## config.mk

```make
export PLATFORM = sky130hd
export DESIGN_NAME = clkout_gen
export DESIGN_NICKNAME = d
export VERILOG_FILES = /design/src/rtl/clkout_pkg.sv /design/src/rtl/clkout_ctrl.sv /design/src/rtl/clkout_srcmux.sv /design/src/rtl/clkout_divider.sv /design/src/rtl/clkout_gen.sv
export SDC_FILE = /design/constraint.sdc
export NUM_CORES = 1
export LEC_CHECK = 0
export ABC_AREA = 1
export CORE_AREA = 2 2 65 67
export CTS_CLUSTER_SIZE = 24
export DETAILED_ROUTE_END_ITERATION = 7
export DIE_AREA = 0 0 67 69
export HOLD_SLACK_MARGIN = 0.05
export PLACE_DENSITY = 0.75
export SETUP_SLACK_MARGIN = 0.5
export SYNTH_ARGS = -nofsm -noshare
export SYNTH_HDL_FRONTEND = slang
export SYNTH_SLANG_ARGS = --single-unit
export TNS_END_PERCENT = 1
```

## constraint.sdc

```tcl
create_clock -name clk -period 2.4 [get_ports clk]
set_input_delay 0.48 -clock clk [delete_from_list [all_inputs] [get_ports clk]]
set_output_delay 0.48 -clock clk [all_outputs]
set_load 0.005 [all_outputs]
```

## src/rtl/clkout_pkg.sv

```systemverilog
package clkout_pkg;

  localparam int SRC_W  = 3;
  localparam int PRES_W = 3;

  typedef enum logic [SRC_W-1:0] {
    SRC_SLOW   = 3'd0,
    SRC_MAIN   = 3'd1,
    SRC_PLLA   = 3'd2,
    SRC_USB    = 3'd3,
    SRC_MASTER = 3'd4
  } src_code_e;

  typedef struct packed {
    logic [SRC_W-1:0]  src;
    logic [PRES_W-1:0] pres;
  } chan_cfg_t;

  localparam chan_cfg_t CFG_RESET = '{src: SRC_SLOW, pres: '0};

endpackage

```

## src/rtl/clkout_ctrl.sv

```systemverilog
module clkout_ctrl #(
  parameter int NUM_OUT = 2,
  parameter int IDX_W   = 1
) (
  input  logic                                  clk,
  input  logic                                  rst_n,
  input  logic                                  cfg_we,
  input  logic [IDX_W-1:0]                      cfg_idx,
  input  logic [clkout_pkg::SRC_W-1:0]          cfg_src,
  input  logic [clkout_pkg::PRES_W-1:0]         cfg_pres,
  input  logic [NUM_OUT-1:0]                    en_set,
  input  logic [NUM_OUT-1:0]                    en_clr,
  output clkout_pkg::chan_cfg_t [NUM_OUT-1:0]   cfg_q,
  output logic [NUM_OUT-1:0]                    active,
  output logic [NUM_OUT-1:0]                    cfg_hit
);
  import clkout_pkg::*;

  for (genvar i = 0; i < NUM_OUT; i++) begin : g_reg
    assign cfg_hit[i] = cfg_we && (cfg_idx == IDX_W'(i));

    always_ff @(posedge clk) begin
      if (!rst_n) begin
        cfg_q[i]  <= CFG_RESET;
        active[i] <= 1'b0;
      end else begin
        if (cfg_hit[i]) begin
          cfg_q[i].src  <= cfg_src;
          cfg_q[i].pres <= cfg_pres;
        end
        // clear has priority over set
        if (en_clr[i])      active[i] <= 1'b0;
        else if (en_set[i]) active[i] <= 1'b1;
      end
    end
  end

endmodule

```

## src/rtl/clkout_srcmux.sv

```systemverilog
module clkout_srcmux #(
  parameter int NUM_SRC = 5
) (
  input  logic [NUM_SRC-1:0]              src_tick,
  input  logic [clkout_pkg::SRC_W-1:0]    sel,
  output logic                            sel_tick
);
  localparam int SEL_SPAN = 1 << clkout_pkg::SRC_W;

  logic [SEL_SPAN-1:0] padded;

  // codes beyond the last source land on constant zeros
  for (genvar s = 0; s < SEL_SPAN; s++) begin : g_pad
    if (s < NUM_SRC) begin : g_src
      assign padded[s] = src_tick[s];
    end else begin : g_none
      assign padded[s] = 1'b0;
    end
  end

  assign sel_tick = padded[sel];

endmodule

```

## src/rtl/clkout_divider.sv

```systemverilog
module clkout_divider #(
  parameter int MAX_EXP = 6
) (
  input  logic                          clk,
  input  logic                          rst_n,
  input  logic                          active,
  input  logic                          sel_tick,
  input  logic                          kill,
  input  logic [clkout_pkg::PRES_W-1:0] pres,
  output logic                          tick,
  output logic                          ready
);
  localparam int CNT_W = (MAX_EXP < 1) ? 1 : MAX_EXP;

  logic [clkout_pkg::PRES_W-1:0] exp_eff;
  logic [CNT_W:0]                lim_wide;
  logic [CNT_W-1:0]              lim;
  logic [CNT_W-1:0]              cnt;
  logic                          done;

  // codes above the largest exponent saturate onto it
  assign exp_eff  = (int'(pres) > MAX_EXP) ? clkout_pkg::PRES_W'(MAX_EXP) : pres;
  assign lim_wide = ((CNT_W+1)'(1) << exp_eff) - (CNT_W+1)'(1);
  assign lim      = lim_wide[CNT_W-1:0];
  // >= so that a limit lowered mid-count cannot strand the counter
  assign done     = active && sel_tick && (cnt >= lim);

  always_ff @(posedge clk) begin
    if (!rst_n) begin
      cnt   <= '0;
      tick  <= 1'b0;
      ready <= 1'b0;
    end else begin
      tick <= done;
      if (!active)       cnt <= '0;
      else if (done)     cnt <= '0;
      else if (sel_tick) cnt <= cnt + 1'b1;
      if (kill)          ready <= 1'b0;
      else if (done)     ready <= 1'b1;
    end
  end

endmodule

```

## src/rtl/clkout_gen.sv

```systemverilog
module clkout_gen #(
  parameter int NUM_OUT = 2,
  parameter int NUM_SRC = 5,
  parameter int MAX_EXP = 6,
  localparam int IDX_W  = (NUM_OUT > 1) ? $clog2(NUM_OUT) : 1,
  localparam int SRC_W  = clkout_pkg::SRC_W,
  localparam int PRES_W = clkout_pkg::PRES_W
) (
  input  logic                        clk,
  input  logic                        rst_n,
  input  logic [NUM_SRC-1:0]          src_tick,
  input  logic                        cfg_we,
  input  logic [IDX_W-1:0]            cfg_idx,
  input  logic [SRC_W-1:0]            cfg_src,
  input  logic [PRES_W-1:0]           cfg_pres,
  input  logic [NUM_OUT-1:0]          en_set,
  input  logic [NUM_OUT-1:0]          en_clr,
  output logic [NUM_OUT*SRC_W-1:0]    cfg_src_q,
  output logic [NUM_OUT*PRES_W-1:0]   cfg_pres_q,
  output logic [NUM_OUT-1:0]          out_active,
  output logic [NUM_OUT-1:0]          out_ready,
  output logic [NUM_OUT-1:0]          out_tick
);
  import clkout_pkg::*;

  chan_cfg_t [NUM_OUT-1:0] cfg_q;
  logic [NUM_OUT-1:0]      cfg_hit;

  clkout_ctrl #(.NUM_OUT(NUM_OUT), .IDX_W(IDX_W)) u_ctrl (
    .clk      (clk),
    .rst_n    (rst_n),
    .cfg_we   (cfg_we),
    .cfg_idx  (cfg_idx),
    .cfg_src  (cfg_src),
    .cfg_pres (cfg_pres),
    .en_set   (en_set),
    .en_clr   (en_clr),
    .cfg_q    (cfg_q),
    .active   (out_active),
    .cfg_hit  (cfg_hit)
  );

  for (genvar i = 0; i < NUM_OUT; i++) begin : g_chan
    logic sel_tick;

    assign cfg_src_q[i*SRC_W +: SRC_W]    = cfg_q[i].src;
    assign cfg_pres_q[i*PRES_W +: PRES_W] = cfg_q[i].pres;

    clkout_srcmux #(.NUM_SRC(NUM_SRC)) u_mux (
      .src_tick (src_tick),
      .sel      (cfg_q[i].src),
      .sel_tick (sel_tick)
    );

    clkout_divider #(.MAX_EXP(MAX_EXP)) u_div (
      .clk      (clk),
      .rst_n    (rst_n),
      .active   (out_active[i]),
      .sel_tick (sel_tick),
      .kill     (cfg_hit[i] | en_clr[i]),
      .pres     (cfg_q[i].pres),
      .tick     (out_tick[i]),
      .ready    (out_ready[i])
    );
  end

endmodule

```

Word level (Yosys, flattened, before mapping)
Cells that the tools add are included.

cells by class
  magnitude comparators = 6
  add/sub/neg operators = 4
  shifts and indexed selects = 2
  reductions and logical operators = 12
  muxes and demuxes = 6
  bitwise gates (word level) = 6

operators by type and width
  operator                                             number
  adder 6 x 1 -> 6 bit (second input constant)         2
  greater-or-equal comparator 6 bit                    2
  left shift 1 x 3 -> 6 bit (first input constant)     2
  subtractor 6 x 2 -> 6 bit (second input constant)    2
  < comparator 3 x 4 -> 1 bit (second input constant)  2
  OR reduction 2 bit                                   4
  binary-select mux 1 bit (select 3 bit)               2
  > comparator 3 bit (second input constant)           2
  logical AND 1 bit                                    6
  two-way mux 3 bit                                    2
  OR reduction 3 bit                                   2
  NOT 1 bit                                            4
  two-way mux 1 bit                                    2
  bitwise OR 1 bit                                     2

storage, ports and cells
  word-level logic and storage cells = 48
  register bits after elaboration = 30
  output and inout bits = 18
  input bits = 19

Longest topological paths before layout
Gate-level depths: netlist of the first run.

  depth in word-level cells = 7
  depth in mapped cells = 12
  depth with buffers taken out = 12

Modules after synthesis
From an unflattened synthesis of the first run, not the netlist that was laid out.

second synthesis, totals
  cell total of the unflattened synthesis = 256
  area total of the unflattened synthesis = 1790.5 µm²

by module, submodules not included
  module          area an instance (µm²)  cells each  instances  seq. area each (µm²)
  clkout_divider  538.0                   71          2          160.2
  clkout_ctrl     554.3                   74          1          280.3
  clkout_srcmux   68.8                    17          2          0.0
  clkout_gen      22.5                    6           1          0.0

Worst setup path after synthesis of the first run
OpenSTA, ideal clock, no wires.

  path kind = register -> register
  from = reg, netlist name u_ctrl.cfg_q[8]
  to = reg g_chan[1].u_div.cnt[1]
  clock period less this slack = 1534 ps
  arrival time = 1420 ps
  library setup time = 113 ps
  setup slack = 866 ps
  buffers on the path = 0
  data required time = 2287 ps
  cell stages (with the launch flop) = 13
  cell sequence = dfxtp_1 -> nor2_1 -> nand2_1 -> ha_1 -> inv_1 -> nand2_1 -> nand2_1 -> nand2_1 -> nand2_1 -> a21oi_1 -> nand2_4 -> nand2_4 -> nor2_2

between the ends
  cells in the longest elaborated chain, start to end = 7

ends and longest elaborated chain
  what                                   RTL line              source
  > comparator 3 bit                     clkout_divider.sv:22  assign exp_eff = (int'(pres) > MAX_EXP) ? clkout_pkg::PRES_W'(MAX_EXP) : pres;
  two-way mux 3 bit (*)                  clkout_divider.sv:22
  left shift 1 x 3 -> 6 bit (*)          clkout_divider.sv:23  assign lim_wide = ((CNT_W+1)'(1) << exp_eff) - (CNT_W+1)'(1);
  subtractor 6 x 2 -> 6 bit (*)          clkout_divider.sv:23
  greater-or-equal comparator 6 bit (*)  clkout_divider.sv:26  assign done = active && sel_tick && (cnt >= lim);
  logical AND 1 bit (*)                  clkout_divider.sv:26
  OR reduction 3 bit (no line) (*)       n/a
  end signal, assigned                   clkout_divider.sv:37  else if (sel_tick) cnt <= cnt + 1'b1;
  end, declared                          clkout_divider.sv:18  logic [CNT_W-1:0] cnt;

Mark *: on every way between the ends. The rest lies on a longest branch, timed or not.
A chain may end at the register's enable or synchronous reset.

Worst setup path after layout of the first run
  from = reg, netlist name u_ctrl.cfg_q[7]
  to = out cfg_pres_q[4]

RTL lines
  what           RTL line          source
  end, declared  clkout_gen.sv:19  output logic [NUM_OUT*PRES_W-1:0] cfg_pres_q,

No word-level cell between the ends.

==> impl_metrics.env, run 1 <==
export IMPL_status="complete, no violations"
export IMPL_synth_area_um2=1870
export IMPL_ys_top_cells_by_count="66 x nand2_1, 44 x inv_1, 30 x dfxtp_1"
export IMPL_seq_power_share_pct=48.2
export IMPL_crit_cells=1
export IMPL_clk_path_buf_depth=2
export IMPL_cts_tree="yes"
export IMPL_drc_errors=0
export IMPL_crit_path_start_kind="flip-flop"
export IMPL_relSlewSlack_pct=68.7
export IMPL_antenna_found_initial=0
export IMPL_cts_resized=0
export IMPL_p_int_mw=0.812
export IMPL_grt_pass1_vias=1569
export IMPL_syn_num_nets=298
export IMPL_maxSlewViolCount=0
export IMPL_final_nets=332
export IMPL_muxShareOfSynthArea_pct=0
export IMPL_port_buffers=36
export IMPL_critPathTopFamily="buffers and inverters"
export IMPL_ys_flop_type="dfxtp_1"
export IMPL_final_setup_skew_ns=0.00252
export IMPL_area_growth_pct=23.7
export IMPL_setup_viol=0
export IMPL_max_freq_ghz=0.578
export IMPL_final_layout_size_suffix_gt1_share_pct=10.4
export IMPL_vias_per_cell=4.84
export IMPL_start_util_pct=47.7
export IMPL_syn_area_per_cell_um2=7.04
export IMPL_cp_required_ns=1.92
export IMPL_grt_max_degree=16
export IMPL_fin_crit_sh_pct=72.1
export IMPL_wl_um=3840
export IMPL_postCtsSetupBuffers=0
export IMPL_period_needed_ns=1.73
export IMPL_slowest_delay_ns=0.54
export IMPL_p_switching_mw=0.296
export IMPL_hold_path_class="reg2reg"
export IMPL_n_antenna_cell=0
export IMPL_clockPowerShare_pct=33.0
export IMPL_p_leak_nw=1.04
export IMPL_crit_buf_inv=1
export IMPL_path_max_fanout=6
export IMPL_postLayoutCoreUtil_pct=59.0
export IMPL_grt_pass1_wl_um=6730
export IMPL_crit_type="reg2out"
export IMPL_maxCapViolCount=0
export IMPL_synth_xor_area_share_pct=3.28
export IMPL_rows=23
export IMPL_yosysMostFrequentCell="nand2_1"
export IMPL_fill_cells=388
export IMPL_vias=1688
export IMPL_crit_slowest_cell="clkdlybuf4s50_1"
export IMPL_synth_compound_area_share_pct=9.85
export IMPL_cp_end_kind="primary output"
export IMPL_finalHoldViolCount=0
export IMPL_synth_area_leader_cell="dfxtp_1"
export IMPL_dp_hpwl_um=3020
export IMPL_place_congestion=0.831
export IMPL_rsz0062_at_grt="false"
export IMPL_die_h_um=69
export IMPL_synth_top_cell_area_share_pct=32.2
export IMPL_tightest_slew_ns=0.468
export IMPL_clockRootBuffer="clkbuf_8"
export IMPL_die_area_um2=4620
export IMPL_synth_top_family_by_area="simple AND/OR/NAND/NOR gates"
export IMPL_drt_iter0_drc=72
export IMPL_synthCells=265
export IMPL_holdBufCountCts=0
export IMPL_rr_worst_depth=12
export IMPL_grt_ovfl_total=0
export IMPL_seq_area_frac_synth_pct=32.2
export IMPL_synth_async_reset_ratio_pct=0
export IMPL_synth_top_cells_by_area="dfxtp_1 32%, nand2_1 13%, ha_1 9.4%"
export IMPL_numCtsBuffers=5
export IMPL_final_setup_tns_ns=0
export IMPL_p_comb_share_pct=18.9
export IMPL_synth_cell_types=23
export IMPL_cp_cell_sequence="clkdlybuf4s50_1"
export IMPL_synth_simple_gate_area_share_pct=33.0
export IMPL_ff_latch_area_um2=601
export IMPL_drt_first_pass_iters=4
export IMPL_worstPathArrival_ns=1.25
export IMPL_clock_latency_ns=0.27
export IMPL_wl_per_cell_um=11.0
export IMPL_grtUsageTotal_pct=18.4
export IMPL_power_density_nw_per_um2=480
export IMPL_ys_seq_elements=30
export IMPL_min_path_cells=2
export IMPL_core_area_um2=3910
export IMPL_multiInputGateArea_um2=1040
export IMPL_yosysWarnings=0
export IMPL_clock_sinks=30
export IMPL_synth_edf_count=0
export IMPL_htree_levels=2
export IMPL_p_sw_share_pct=26.7
export IMPL_synthAdderAreaFrac_pct=9.38
export IMPL_io_pins=37
export IMPL_clk_pin_slew_ns=0.06
export IMPL_ant_nets=0
export IMPL_max_vdd_ir_drop_v=0.000354
export IMPL_die_x_um=67
cells in the final DEF, fill, tap and decap left out, drive strengths merged:
| cell type | synthesis | routed |
|---|---|---|
| nand3b | 1 | 1 |
| nor2 | 26 | 26 |
| xnor2 | 3 | 3 |
| a21oi | 19 | 19 |
| ha | 14 | 14 |
| o21ai | 14 | 14 |
| clkdlybuf4s50 | 0 | 36 |
| nand3 | 20 | 20 |
| clkbuf | 2 | 7 |
| o21a | 2 | 2 |
| nand2 | 75 | 75 |
| inv | 46 | 46 |
| dfxtp | 30 | 30 |
| xor2 | 4 | 4 |
| nand4 | 2 | 2 |
power groups by stage:
stage | sequential (mW) | clock (mW) | combinational, mW
finish | 0.534 | 0.365 | 0.209
global route | 0.537 | 0.402 | 0.236
CTS | 0.534 | 0.377 | 0.211
detailed placement | 0.545 | 0 | 0.209
global placement | 0.545 | 0 | 0.207
floorplan | 0.542 | 0 | 0.125
logic make-up after synthesis:
kind of cell | Yosys count
and+or+nand+nor | 124
DFF | 30
adders and majority gates | 14
xor gates and xnor gates | 7
AOI/OAI and AO/OA | 35
buffers and inverters | 55
flip-flops by register name, summed over array words and instances (netlist names):
register            cells
g_chan.u_div.ready      2
g_chan.u_div.cnt       12
g_chan.u_div.tick       2
u_ctrl.active           2
u_ctrl.cfg_q           12
worst paths after layout:
| path | startpoint | to | slack (ns) |
|---|---|---|---|
| min reg2reg | g_chan[0].u_div.ready | g_chan[0].u_div.ready | 0.46 |
| min | g_chan[0].u_div.ready | g_chan[0].u_div.ready | 0.46 |
| max reg2reg | u_ctrl.cfg_q[7] | g_chan[1].u_div.cnt[5] | 0.71 |
| max | u_ctrl.cfg_q[7] | cfg_pres_q[4] | 0.67 |
layer usage:
layer / track usage (%) / wire length (um) / vias to the layer above
met5: 0 / 0 / -
met4: 5.44 / 30 / 0
met3: 3.92 / 206 / 4
met2: 29.2 / 1770 / 36
met1: 24.8 / 1830 / 762
li1: - / - / 886
cell type report:
cell class                      instances  share of cell area, %
Clock buffer                            7                   3.31
Inverter                               46                   7.48
Multi-Input combinational cell        180                   44.9
Sequential cell                        30                   26.0
Tap cell                               50                   2.71
Timing Repair Buffer                   36                   15.6
metrics by stage:
step | hold WS, ns | instance area (um2) | power, mW | setup slack, ns | instances
after CTS | 0.460 | 2310 | 1.12 | 0.639 | 349
after global routing | 0.472 | 2310 | 1.18 | 0.535 | 349
after floorplan | 0.426 | 1870 | 0.667 | 0.866 | 265
after global placement | 0.448 | 2230 | 0.752 | 0.533 | 342
final | 0.462 | 2310 | 1.11 | 0.670 | 349
after detailed placement | 0.448 | 2230 | 0.754 | 0.559 | 342
No activity file was read; power rests on OpenSTA's default activity.
==> run 2, diff against run 1 <==
==> constraint.sdc (replaced) <==
create_clock -name clk -period 1.6 [get_ports clk]
set_input_delay 0.32 -clock clk [delete_from_list [all_inputs] [get_ports clk]]
set_output_delay 0.32 -clock clk [all_outputs]
set_load 0.005 [all_outputs]
==> run 2 against run 1 <==
Effect of this change: sequential power is 51% higher; utilization grew 5.3 points; critical path depth increased by 11; die area stayed put; largest cell class unchanged.
==> impl_metrics.env, run 2 (same netlist as run 1, synthesis figures left out) <==
export IMPL_die_area_um2=4620
export IMPL_area_growth_pct=34.7
export IMPL_layout_common_cells="64 x nand2_1, 42 x inv_1, 19 x nand3_1, 19 x clkdlybuf4s50_1, 17 x dfxtp_1"
export IMPL_period_needed_ns=1.56
export IMPL_dpl_instance_area_um2=2340
export IMPL_fill_cells=365
export IMPL_ff2ff_setup_slack_ns=0.04
export IMPL_n_antenna_cell=0
export IMPL_fin_crit_sh_pct=97.8
export IMPL_io_pins=37
export IMPL_wl_per_cell_um=11.5
export IMPL_crit_path_start_kind="flip-flop"
export IMPL_numCtsBuffers=5
export IMPL_grt_max_degree=15
export IMPL_finalPower_mw=1.94
export IMPL_drt_iter0_drc=107
export IMPL_cp_end_kind="flip-flop"
export IMPL_postLayoutCoreUtil_pct=64.3
export IMPL_cp_cell_sequence="nor2_4 -> nand2_2 -> ha_4 -> inv_2 -> nand2_2 -> nand2_1 -> nand2_1 -> nand2_1 -> a21oi_2 -> nand2_4 -> nand2_8 -> nor2_2"
export IMPL_final_setup_skew_ns=0.00767
export IMPL_relSlewSlack_pct=77.5
export IMPL_critPathTopFamily="simple AND/OR/NAND/NOR gates"
export IMPL_max_vdd_ir_drop_v=0.000631
export IMPL_path_max_fanout=6
export IMPL_crit_type="reg2reg"
export IMPL_crit_slowest_cell="dfxtp_4"
export IMPL_final_nets=341
export IMPL_start_util_pct=47.7
export IMPL_rsz0062_at_grt="true"
export IMPL_htree_levels=2
export IMPL_dpl_cell_count=350
export IMPL_place_congestion=0.835
export IMPL_p_leak_nw=1.25
export IMPL_finalNonFillerCells=359
export IMPL_port_buffers=36
export IMPL_cts_tree="yes"
export IMPL_hold_path_class="in2reg"
export IMPL_die_h_um=69
export IMPL_max_freq_ghz=0.639
export IMPL_clock_sinks=30
export IMPL_layout_commonest_cell="nand2_1"
export IMPL_rows=23
export IMPL_reg_top3="g_chan.u_div.cnt: 12 flops, u_ctrl.cfg_q: 12 flops"
export IMPL_setup_viol=0
export IMPL_core_area_um2=3910
export IMPL_cp_required_ns=1.78
export IMPL_drt_first_pass_iters=4
export IMPL_crit_buf_inv=1
export IMPL_clk_pin_slew_ns=0.07
export IMPL_maxCapViolCount=0
export IMPL_drc_errors=0
export IMPL_clockRootBuffer="clkbuf_8"
export IMPL_slowest_delay_ns=0.37
export IMPL_dp_hpwl_um=3110
export IMPL_wl_um=4140
export IMPL_critPathMostFrequentCell="nand2_1"
export IMPL_worstPathArrival_ns=1.75
export IMPL_vias_per_cell=4.80
export IMPL_die_x_um=67
export IMPL_grt_pass1_vias=1572
export IMPL_tightest_slew_ns=0.337
export IMPL_power_density_nw_per_um2=773
export IMPL_grt_pass1_wl_um=6730
export IMPL_final_area_um2=2510
export IMPL_grt_ovfl_total=0
export IMPL_final_layout_size_suffix_gt1_share_pct=24.9
export IMPL_ff_latch_area_um2=627
export IMPL_clock_latency_ns=0.29
export IMPL_ant_nets=0
export IMPL_antenna_found_initial=0
export IMPL_vias=1722
export IMPL_status="complete, no violations"
export IMPL_maxSlewViolCount=0
export IMPL_finalHoldViolCount=0
export IMPL_grtUsageTotal_pct=18.6
export IMPL_clk_path_buf_depth=2
export IMPL_multiInputGateArea_um2=1110
## run 2: cell count changes in the layout (fill, tap and decap cells not counted), sizes merged
| cell | change |
|---|---|
| clkinvlp | +2 |
| clkdlybuf4s50 | -17 |
| clkbuf | +7 |
| dlymetal6s2s | +8 |
| buf | +9 |
| bufinv | +1 |
## run 2: cell type report
class	count	share of cell area, %
Clock buffer	5	2.74
Clock inverter	3	1.79
Inverter	46	6.97
Multi-Input combinational cell	180	44.1
Sequential cell	30	24.9
Tap cell	50	2.49
Timing Repair Buffer	45	17.0
## run 2: repair_timing
action,in CTS,in global routing
endpoints found under the setup margin,46,46
gates cloned,0,0
setup buffers,1,0
gates resized for setup,5,51
pin swaps,5,5
hold buffers,0,0
## run 2: worst paths after layout
path,start,to,cells past startpoint
setup / recovery,u_ctrl.cfg_q[8],g_chan[1].u_div.cnt[5],12
hold / removal,cfg_we,u_ctrl.cfg_q[7],3
setup reg to reg,u_ctrl.cfg_q[8],g_chan[1].u_div.cnt[5],12
hold reg to reg,g_chan[0].u_div.ready,g_chan[0].u_div.ready,2
## run 2: tightest hold or removal path, stage by stage
cell and delay, ns:
dlymetal6s2s_1 0.13, a21oi_1 0.09, nor2_1 0.09
## run 2: where the power goes
group	internal, mW	switching (mW)	total, mW
clock network	0.463	0.312	0.775
logic	0.174	0.190	0.364
registers	0.773	0.0318	0.805
total	1.41	0.534	1.94
## run 2: through the flow
| step | setup TNS [ns] | hold slack, ns | worst slack (ns) |
|---|---|---|---|
| after floorplan | 0 | 0.426 | 0.129 |
| after global placement | -0.0878 | 0.450 | -0.0135 |
| after detailed placement | -0.167 | 0.453 | -0.0218 |
| after CTS | 0 | 0.464 | 0.0308 |
| after global routing | -0.780 | 0.395 | -0.0964 |
| final | 0 | 0.371 | 0.0350 |
## run 2: layer usage
| layer | share of wire, % | GRT usage (%) | up-vias |
|---|---|---|---|
| met1 | 46 | 23.4 | 773 |
| met3 | 4.1 | 4.24 | 7 |
| met4 | 1.8 | 7.48 | 0 |
| met2 | 48 | 30.1 | 36 |
| li1 | - | - | 906 |
| met5 | 0 | 0 | - |
==> run 3, diff against run 2 <==
==> constraint.sdc (replaced) <==
create_clock -name clk -period 1.82 [get_ports clk]
set_input_delay 0.364 -clock clk [delete_from_list [all_inputs] [get_ports clk]]
set_output_delay 0.364 -clock clk [all_outputs]
set_load 0.005 [all_outputs]
==> run 3 against run 2 <==
Effect of this change: setup slack improved by 0.21 ns; die area is the same; sequential share of layout area increased by 0.62 points; design area down 4.0%; critical path type unchanged; highest routed layer unchanged.
==> impl_metrics.env, run 3 (same netlist as run 1, synthesis figures left out) <==
export IMPL_status="complete, no violations"
export IMPL_final_setup_skew_ns=0.0118
export IMPL_rr_worst_depth=12
export IMPL_path_max_fanout=6
export IMPL_fin_crit_sh_pct=86.7
export IMPL_grt_ovfl_total=0
export IMPL_rows=23
export IMPL_cts_tree="yes"
export IMPL_io_pins=37
export IMPL_ant_nets=0
export IMPL_maxSlewViolCount=0
export IMPL_drc_errors=0
export IMPL_wl_per_cell_um=11.6
export IMPL_drt_first_pass_iters=5
export IMPL_finalHoldViolCount=0
export IMPL_core_area_um2=3910
export IMPL_reg_top3="g_chan.u_div.cnt: 12 flops, u_ctrl.cfg_q: 12 flops"
export IMPL_finalPower_mw=1.57
export IMPL_antenna_found_initial=0
export IMPL_vias=1714
export IMPL_dp_hpwl_um=3110
export IMPL_clk_path_buf_depth=2
export IMPL_final_setup_tns_ns=0
export IMPL_r2r_start="u_ctrl.cfg_q[2]"
export IMPL_grt_max_degree=15
export IMPL_clk_pin_slew_ns=0.07
export IMPL_layout_commonest_cell="nand2_1"
export IMPL_numCtsBuffers=5
export IMPL_area_growth_pct=29.4
export IMPL_ff2ff_setup_slack_ns=0.24
export IMPL_relSlewSlack_pct=76.1
export IMPL_cp_required_ns=2.00
export IMPL_power_density_nw_per_um2=652
export IMPL_grtUsageTotal_pct=19.7
export IMPL_tightest_slew_ns=0.358
export IMPL_postLayoutCoreUtil_pct=61.7
export IMPL_hold_path_class="reg2reg"
export IMPL_layout_common_cells="66 x nand2_1, 44 x inv_1, 36 x clkdlybuf4s50_1, 25 x dfxtp_1, 19 x nand3_1"
export IMPL_period_needed_ns=1.58
export IMPL_holdPathEnd="g_chan[0].u_div.ready"
export IMPL_r2r_end="g_chan[0].u_div.cnt[5]"
export IMPL_clockRootBuffer="clkbuf_8"
export IMPL_hp_start="g_chan[0].u_div.ready"
export IMPL_wl_um=4110
export IMPL_vias_per_cell=4.86
export IMPL_grt_pass1_vias=1599
export IMPL_grt_pass1_wl_um=6960
export IMPL_final_layout_size_suffix_gt1_share_pct=15.2
export IMPL_cp_end_kind="flip-flop"
export IMPL_die_x_um=67
export IMPL_setup_viol=0
export IMPL_clock_latency_ns=0.29
export IMPL_crit_type="reg2reg"
export IMPL_die_area_um2=4620
export IMPL_max_vdd_ir_drop_v=0.000563
export IMPL_crit_path_start_kind="flip-flop"
export IMPL_maxCapViolCount=0
export IMPL_n_antenna_cell=0
export IMPL_start_util_pct=47.7
export IMPL_min_path_cells=2
export IMPL_port_buffers=36
export IMPL_max_freq_ghz=0.634
export IMPL_htree_levels=2
export IMPL_worstPathArrival_ns=1.76
export IMPL_place_congestion=0.806
export IMPL_clock_sinks=30
export IMPL_final_nets=335
export IMPL_p_leak_nw=1.08
export IMPL_rsz0062_at_grt="true"
export IMPL_drt_iter0_drc=68
export IMPL_die_h_um=69
## run 3: how the worst max path moves through the flow
stage                        endpoint  cells after the start  slack [ns]       startpoint
2_1_floorplan  g_chan[1].u_div.cnt[0]                     12        0.35  u_ctrl.cfg_q[7]
3_5_place_dp   g_chan[0].u_div.cnt[5]                      6        0.07      src_tick[4]
6_report       g_chan[0].u_div.cnt[5]                     12        0.24  u_ctrl.cfg_q[2]
4_1_cts        g_chan[0].u_div.cnt[0]                     12        0.23  u_ctrl.cfg_q[2]
3_3_place_gp   g_chan[0].u_div.cnt[5]                      6        0.09      src_tick[4]
5_1_grt          g_chan[0].u_div.tick                     12        0.15  u_ctrl.cfg_q[2]
## run 3: metrics by stage
stage	setup slack, ns	area [um2]	hold slack [ns]	instances
after floorplan	0.349	1890	0.426	265
after global placement	0.0857	2260	0.446	343
after detailed placement	0.0692	2260	0.444	343
after CTS	0.232	2400	0.461	353
after global routing	0.152	2410	0.493	353
final	0.242	2410	0.461	353
## run 3: layer usage
metal | wire [um] | vias up | global-route usage, %
met1 | 1880 | 770 | 24.5
met3 | 218 | 7 | 4.57
li1 | - | 894 | -
met2 | 1930 | 43 | 30.4
met4 | 87 | 0 | 11.3
met5 | 0 | - | 0
## run 3: report_power, final
group	switching, mW	internal, mW	total (mW)
Sequential	0.0286	0.678	0.706
Clock	0.274	0.304	0.578
Combinational	0.152	0.139	0.291
## run 3: area by class of cell
type / count / area, um2
Multi-Input combinational cell: 180 / 1080
Sequential cell: 30 / 617
Clock buffer: 6 / 82.6
Fill cell: 384 / 1500
Inverter: 46 / 173
Timing Repair Buffer: 39 / 387
Tap cell: 50 / 62.6
Clock inverter: 2 / 12.5
## run 3: repair_timing
item | CTS | global route
pin swaps | 4 | 2
endpoints found under the setup margin | 34 | 44
buffers inserted | 2 | 0
hold buffers | 0 | 0
resized for setup | 10 | 3
## run 3: critical path, cell delays in order (launching register included)
cell and delay [ns]:
dfxtp_4 0.37, nor2_4 0.11, nand2_1 0.06, ha_1 0.26, inv_1 0.03, nand2_1 0.04
nand2_1 0.05, nand2_1 0.06, nand2_1 0.06, a21oi_2 0.16, nand2_4 0.10, nand2_8 0.11
nor2_4 0.05
